--- config.mk ---
export PLATFORM = sky130hd
export DESIGN_NAME = c2p_converter
export DESIGN_NICKNAME = d
export VERILOG_FILES = /design/src/rtl/c2p_pkg.sv /design/src/rtl/c2p_swizzle.sv /design/src/rtl/c2p_box_clip.sv /design/src/rtl/c2p_line_buf.sv /design/src/rtl/c2p_converter.sv
export SDC_FILE = /design/constraint.sdc
export NUM_CORES = 2
export LEC_CHECK = 0
export BUFFER_PORTS_ARGS = -buffer_cell sky130_fd_sc_hd__buf_2
export CAP_MARGIN = 5
export CELL_PAD_IN_SITES_DETAIL_PLACEMENT = 0
export CELL_PAD_IN_SITES_GLOBAL_PLACEMENT = 1
export CORE_MARGIN = 4
export CORE_UTILIZATION = 50
export CTS_CLUSTER_DIAMETER = 150
export CTS_CLUSTER_SIZE = 14
export DETAILED_ROUTE_END_ITERATION = 6
export PLACE_DENSITY_LB_ADDON = 0.05
export SYNTH_ARGS = -nofsm -noshare
export SYNTH_HDL_FRONTEND = slang
export SYNTH_SLANG_ARGS = --single-unit
--- constraint.sdc ---
create_clock -name clk -period 3.4 [get_ports clk]
set_input_delay 0.51 -clock clk [delete_from_list [all_inputs] [get_ports clk]]
set_output_delay 0.51 -clock clk [all_outputs]
set_load 0.005 [all_outputs]
--- src/rtl/c2p_pkg.sv ---
package c2p_pkg;
    localparam int PLANES    = 4;
    localparam int GROUP_PIX = 8;
    localparam int WORD_W    = GROUP_PIX * 8;
    localparam int PLANAR_W  = PLANES * GROUP_PIX;

    typedef enum logic [1:0] {
        ST_IDLE,
        ST_LOAD,
        ST_EMIT
    } c2p_state_e;
endpackage

--- src/rtl/c2p_swizzle.sv ---
module c2p_swizzle
    import c2p_pkg::*;
(
    input  logic [WORD_W-1:0]   chunky,
    output logic [PLANAR_W-1:0] planar
);
    // Upper nibble of every pixel is dropped.
    logic [GROUP_PIX*4-1:0] unused_hi;

    for (genvar k = 0; k < GROUP_PIX; k++) begin : g_pix
        assign unused_hi[4*k +: 4] = chunky[8*k+4 +: 4];
        for (genvar p = 0; p < PLANES; p++) begin : g_plane
            // Pixel k lands in bit 7-k of the byte for plane p.
            assign planar[8*p + 7 - k] = chunky[8*k + p];
        end
    end
endmodule

--- src/rtl/c2p_box_clip.sv ---
module c2p_box_clip #(
    parameter int DISP_W = 640,
    parameter int DISP_H = 480,
    parameter int CW     = 12,
    parameter int GW     = 8,
    parameter int LW     = 10,
    parameter int AW     = 16
) (
    input  logic [CW-1:0] x1,
    input  logic [CW-1:0] y1,
    input  logic [CW-1:0] x2,
    input  logic [CW-1:0] y2,
    output logic          reject,
    output logic [GW-1:0] ngrp,
    output logic [LW-1:0] nlines,
    output logic [AW-1:0] base
);
    localparam int PITCH = DISP_W / 8;

    logic [CW-1:0] left, right_raw, right_c, bot_c, span;
    logic [5:0]    unused_lsb;

    assign unused_lsb = {x1[2:0], x2[2:0]};

    always_comb begin
        left      = {x1[CW-1:3], 3'b000};
        right_raw = {x2[CW-1:3], 3'b111};
        right_c   = (right_raw >= CW'(DISP_W)) ? CW'(DISP_W - 1) : right_raw;
        bot_c     = (y2 >= CW'(DISP_H)) ? CW'(DISP_H - 1) : y2;
        reject    = (left >= CW'(DISP_W)) || (y1 >= CW'(DISP_H));
        span      = right_c - left;
        ngrp      = GW'(span >> 3) + GW'(1);
        nlines    = LW'(bot_c - y1) + LW'(1);
        base      = AW'(y1) * AW'(PITCH) + AW'(left >> 3);
    end
endmodule

--- src/rtl/c2p_line_buf.sv ---
module c2p_line_buf #(
    parameter int DEPTH = 80,
    parameter int DW    = 32,
    parameter int IW    = 7
) (
    input  logic          clk,
    input  logic          rst_n,
    input  logic          we,
    input  logic [IW-1:0] waddr,
    input  logic [DW-1:0] wdata,
    input  logic [IW-1:0] raddr,
    output logic [DW-1:0] rdata
);
    logic [DW-1:0] mem [DEPTH];

    always_ff @(posedge clk) begin
        if (we) begin
            mem[waddr] <= wdata;
        end
    end

    assign rdata = mem[raddr];

    assert_write_in_range_R9: assert property (@(posedge clk) disable iff (!rst_n)
        we |-> (int'(waddr) < DEPTH))
        else $error("line buffer write beyond depth");
endmodule

--- src/rtl/c2p_converter.sv ---
module c2p_converter #(
    parameter  int DISP_W = 640,
    parameter  int DISP_H = 480,
    parameter  int CW     = 12,
    localparam int PITCH  = DISP_W / 8,
    localparam int IDXW   = (PITCH > 1) ? $clog2(PITCH) : 1,
    localparam int GW     = IDXW + 1,
    localparam int LW     = $clog2(DISP_H) + 1,
    localparam int AW     = $clog2(PITCH * DISP_H)
) (
    input  logic          clk,
    input  logic          rst_n,
    input  logic          cmd_valid,
    output logic          cmd_ready,
    input  logic [CW-1:0] cmd_x1,
    input  logic [CW-1:0] cmd_y1,
    input  logic [CW-1:0] cmd_x2,
    input  logic [CW-1:0] cmd_y2,
    input  logic          src_valid,
    output logic          src_ready,
    input  logic [63:0]   src_data,
    output logic          out_valid,
    input  logic          out_ready,
    output logic [3:0]    out_plane_mask,
    output logic [AW-1:0] out_addr,
    output logic [7:0]    out_data
);
    import c2p_pkg::*;

    c2p_state_e state_q, state_d;

    logic [AW-1:0]       base_q;
    logic [GW-1:0]       ngrp_q;
    logic [LW-1:0]       lines_q;
    logic [IDXW-1:0]     grp_q;
    logic [1:0]          plane_q;

    logic                clip_reject;
    logic [GW-1:0]       clip_ngrp;
    logic [LW-1:0]       clip_lines;
    logic [AW-1:0]       clip_base;
    logic [PLANAR_W-1:0] conv_word, rd_word;

    logic last_grp, last_plane, last_line;

    assign last_grp   = ({1'b0, grp_q} == (ngrp_q - GW'(1)));
    assign last_plane = (plane_q == 2'(PLANES - 1));
    assign last_line  = (lines_q == LW'(1));

    c2p_box_clip #(
        .DISP_W(DISP_W), .DISP_H(DISP_H), .CW(CW),
        .GW(GW), .LW(LW), .AW(AW)
    ) u_clip (
        .x1(cmd_x1), .y1(cmd_y1), .x2(cmd_x2), .y2(cmd_y2),
        .reject(clip_reject), .ngrp(clip_ngrp),
        .nlines(clip_lines), .base(clip_base)
    );

    c2p_swizzle u_swz (
        .chunky(src_data),
        .planar(conv_word)
    );

    c2p_line_buf #(.DEPTH(PITCH), .DW(PLANAR_W), .IW(IDXW)) u_buf (
        .clk(clk), .rst_n(rst_n),
        .we(src_valid && src_ready), .waddr(grp_q), .wdata(conv_word),
        .raddr(grp_q), .rdata(rd_word)
    );

    // State register
    always_ff @(posedge clk) begin
        if (!rst_n) begin
            state_q <= ST_IDLE;
        end else begin
            state_q <= state_d;
        end
    end

    // Next state
    always_comb begin
        state_d = state_q;
        unique case (state_q)
            ST_IDLE: if (cmd_valid && !clip_reject) state_d = ST_LOAD;
            ST_LOAD: if (src_valid && last_grp) state_d = ST_EMIT;
            ST_EMIT: if (out_ready && last_grp && last_plane)
                         state_d = last_line ? ST_IDLE : ST_LOAD;
            default: state_d = ST_IDLE;
        endcase
    end

    // Outputs
    always_comb begin
        cmd_ready      = (state_q == ST_IDLE);
        src_ready      = (state_q == ST_LOAD);
        out_valid      = (state_q == ST_EMIT);
        out_plane_mask = 4'b0001 << plane_q;
        out_addr       = base_q + AW'(grp_q);
        out_data       = rd_word[{plane_q, 3'b000} +: 8];
    end

    // Datapath counters
    always_ff @(posedge clk) begin
        if (!rst_n) begin
            base_q  <= '0;
            ngrp_q  <= '0;
            lines_q <= '0;
            grp_q   <= '0;
            plane_q <= '0;
        end else begin
            unique case (state_q)
                ST_IDLE: if (cmd_valid && !clip_reject) begin
                    base_q  <= clip_base;
                    ngrp_q  <= clip_ngrp;
                    lines_q <= clip_lines;
                    grp_q   <= '0;
                    plane_q <= '0;
                end
                ST_LOAD: if (src_valid) begin
                    grp_q <= last_grp ? '0 : grp_q + 1'b1;
                end
                ST_EMIT: if (out_ready) begin
                    if (last_grp) begin
                        grp_q <= '0;
                        if (last_plane) begin
                            plane_q <= '0;
                            lines_q <= lines_q - 1'b1;
                            base_q  <= base_q + AW'(PITCH);
                        end else begin
                            plane_q <= plane_q + 1'b1;
                        end
                    end else begin
                        grp_q <= grp_q + 1'b1;
                    end
                end
                default: ;
            endcase
        end
    end

    assert_stall_hold_R8: assert property (@(posedge clk) disable iff (!rst_n)
        (out_valid && !out_ready) |=> (out_valid && $stable(out_addr)
                                       && $stable(out_data) && $stable(out_plane_mask)))
        else $error("output changed under back-pressure");

    assert_single_role_R9: assert property (@(posedge clk) disable iff (!rst_n)
        $onehot0({cmd_ready, src_ready, out_valid}))
        else $error("more than one handshake role active");

    assert_addr_range_R7: assert property (@(posedge clk) disable iff (!rst_n)
        out_valid |-> (int'(out_addr) < PITCH * DISP_H))
        else $error("address beyond planar store");

    assert_plane_order_R6: assert property (@(posedge clk) disable iff (!rst_n)
        (out_valid && out_ready) |=> (!out_valid
                                      || out_plane_mask == $past(out_plane_mask)
                                      || out_plane_mask == ($past(out_plane_mask) << 1)))
        else $error("plane order broken within a line");
endmodule

==> flow_summary.toml <==
[outcome]
status = "finished with violations"
violations = "setup timing"

[routing]
drt_wl_total_um = 300000
dr.first_iter.drc_count = 6594
avgViaCountPerCell = 6.47
drc = 0
ant_nets = 0
drt-wirelength-per-cell_um = 36.1
vias = 53805
drt-pass1-iter-count = 5

[clocking]
clockBufferDepth = 3
cts_buffers = 204
cts.sinks = 2612
cts-root-buf = "clkbuf_16"
clkTransAtPathRegs_ns = 0.07
clk-insertion-delay-late_ns = 0.87
cts_tree = "yes"
ctsHtreeMaxLevel = 4

[synth]
synth_compound_area_share_pct = 2.67
synth_most_common_cell = "edfxtp_1"
synth-main-ff-cell = "edfxtp_1"
synthMuxAreaShare_pct = 16.3
syn-num-nets = 5044
synth_top_family_by_area = "multiplexers"
synth_warnings = 0
yosys.area_share.simple_pct = 2.79
yosys-top-cells-count = "edfxtp_1, mux4_2, nand2_1"
synth-seq-cells = 2612
synth_edf_count = 2560
synth_top_area_share_pct = 74.2
syn_area_um2 = 104000
syn-instance-count = 4854
synth.largest_area_cell = "edfxtp_1"
synth-adder-area-share_pct = 0.918
synth_xor_area_share_pct = 0.355
syn_area_per_cell_um2 = 21.3
synthArstFlopShare_pct = 0
synth.area.top_cells = "edfxtp_1, mux4_2, dfxtp_1, ha_1, mux2i_1"
yosysSeqAreaShare_pct = 75.2
synth_cell_types = 84

[final_layout]
nNetsFinal = 5782
finalNonFillerCells = 8321
drive_above_1_share_pct = 34.2
syn_to_final_growth_pct = 16.5

[hold_path]
hold_class = "input pin to flip-flop"
hold_depth = 3
timing.hold.worst.start = "rst_n"

[place]
dp.cells = 7958
hpwl_um = 178000
portBuffers = 109
globalplace.congestion = 0.811

[global_routing]
grt_max_degree = 81
grt_pass1_vias = 53332
track_usage_pct = 27.9
grt_pass1_wl_um = 420000
antenna_found_initial = 23
grt_overflow = 0

[critical_path]
reg2regPathDepth = 9
reg2reg_from = "ngrp_q[0]$_SDFFE_PN0P_"
critPathKind = "flip-flop to primary output"
critical_path_required_ns = 2.89
crit_fanout = 6
critPathArrivalTime_ns = 4.07
end_kind = "primary output"
r2r_slack_ns = 0.28
cp-start-kind = "flip-flop"
reg2reg_to = "grp_q[4]$_SDFFE_PN0P_"

[sta]
final_hold_viol_count = 0
period_needed_ns = 4.58
max_freq_ghz = 0.218
setup_slack_ns = -1.18
slew_violations = 0
fin_crit_sh_pct = 135
final-setup-viol-count = 11
skew_ns = 0.0481
relSlewSlack_pct = 13.0
tightest_slew_ns = 1.31
whs_ns = 0.124
rsz0062_at_grt = "yes"

[power_and_ir_drop]
clockPowerShare_pct = 36.3
p_switching_uw = 12100
peakVddDrop_uv = 537
powerDensity_nw_per_um2 = 490
internal-power_uw = 47100
power.share.sequential_pct = 59.7
combPwrFrac_pct = 3.9
total_leakage_power_uw = 0.0376
p_sw_share_pct = 20.4

[job]
maxCapViolations = 0

[floorplanning]
design.die.area_um2 = 214000
rows = 166
die_w_um = 463
die_y_um = 463
core_um2 = 205000
initial_core_util_pct = 50.4
io_pins = 148
==> placed cells by master, fill, tap and decap left out, drive strengths merged, types with 15 or more instances in the layout <==
master  Yosys  layout
nor3       37      37
nand2     186     186
clkbuf     76     234
a221oi     19      19
inv        50      55
mux2i      82      82
a22oi      37      37
nand2b     18      18
a31oi      18      18
mux4      702     702
buf       173     769
or2        18      18
xnor2      30      30
dfxtp      52      52
a211oi     22      22
nand4      23      23
ha         68      68
o221ai     20      20
nand3      60      60
a21oi      93      93
or3        20      20
edfxtp   2560    2560
nor2b      27      27
o22ai      15      15
nor2      176     176
o211ai     19      19
o21ai      83      83
==> state kept, by name (all words and copies together), names as in the netlist, named ones only <==
signal,count
grp_q,7
base_q,16
lines_q,10
ngrp_q,8
state_q,2
u_buf.mem,2560
plane_q,2
==> power groups by stage <==
| stage | Combinational (uW) | Clock [uW] | Sequential (uW) |
|---|---|---|---|
| 2_1_floorplan | 995 | 0 | 36000 |
| 3_3_place_gp | 2090 | 0 | 36000 |
| 3_5_place_dp | 2130 | 0 | 36000 |
| 4_1_cts | 2310 | 22000 | 35300 |
| 5_1_grt | 2500 | 23200 | 35300 |
| 6_report | 2320 | 21500 | 35300 |
==> cells by family (layout without fill, tap and decap cells) <==
group,Yosys count,in the layout
other cells,0,8
buf+inv,302,1073
xor+xnor,42,42
mux,798,798
simple gates,619,619
flops,2612,2612
fa+ha+maj,73,73
compound gates,408,408
==> worst max-delay path by stage <==
stage | start | end
floorplan | grp_q[1]$_SDFFE_PN0P_ | u_buf.mem[58][0]$_DFFE_PP_
global placement | flip-flop | out_data[5]
detailed placement | flip-flop | out_data[5]
CTS | flip-flop | out_data[1]
global route | flip-flop | out_data[1]
finish | flip-flop | out_data[1]
==> layer usage <==
| metal | track usage, % | routed length, um |
|---|---|---|
| met1 | 41.8 | 126000 |
| met5 | 0 | 57 |
| met4 | 6.27 | 6230 |
| met3 | 4.56 | 25000 |
| met2 | 43.8 | 143000 |
==> critical path, cell delays in order, from the launching register on <==
cell     delay [ns]
dfxtp_4        0.37
buf_12         0.18
buf_16         0.19
buf_16         0.14
buf_12         0.11
mux4_2         0.50
mux4_2         0.59
a22oi_2        0.38
buf_4          0.21
nand3_4        0.08
nand3_4        0.12
a31oi_4        0.08
buf_2          0.22
==> stage by stage <==
step	cell area, um2	TNS [ns]	utilization [%]	setup WS (ns)	power [uW]
2_1_floorplan	104000	0	-	0.0315	37000
3_3_place_gp	113000	-4.65	54.8	-0.999	38100
3_5_place_dp	113000	-4.51	54.8	-0.947	38200
4_1_cts	120000	-9.78	58.5	-1.26	59600
5_1_grt	121000	-10.23	58.7	-1.25	61000
6_report	121000	-8.85	58.7	-1.18	59100
==> what timing repair did <==
action / 4_1_cts / 5_1_grt
pin swaps: 38 / 27
hold buffers: 4 / 0
setup endpoints to repair: 18 / 18
buffers inserted: 78 / 24
gates cloned: 13 / 5
gates resized for setup: 197 / 68
hold endpoints to repair: 4 / 0
==> area by class of cell <==
cell class / instances / area (um2)
tap: 2688 / 3360
antenna: 8 / 20.0
fill: 14886 / 84800
multi-input combinational: 1940 / 25100
timing repair buffer: 781 / 8560
clock buffer: 229 / 5240
inverter: 53 / 205
clock inverter: 10 / 183
sequential: 2612 / 77900
Note: power is estimated with default switching activity, not from simulation.
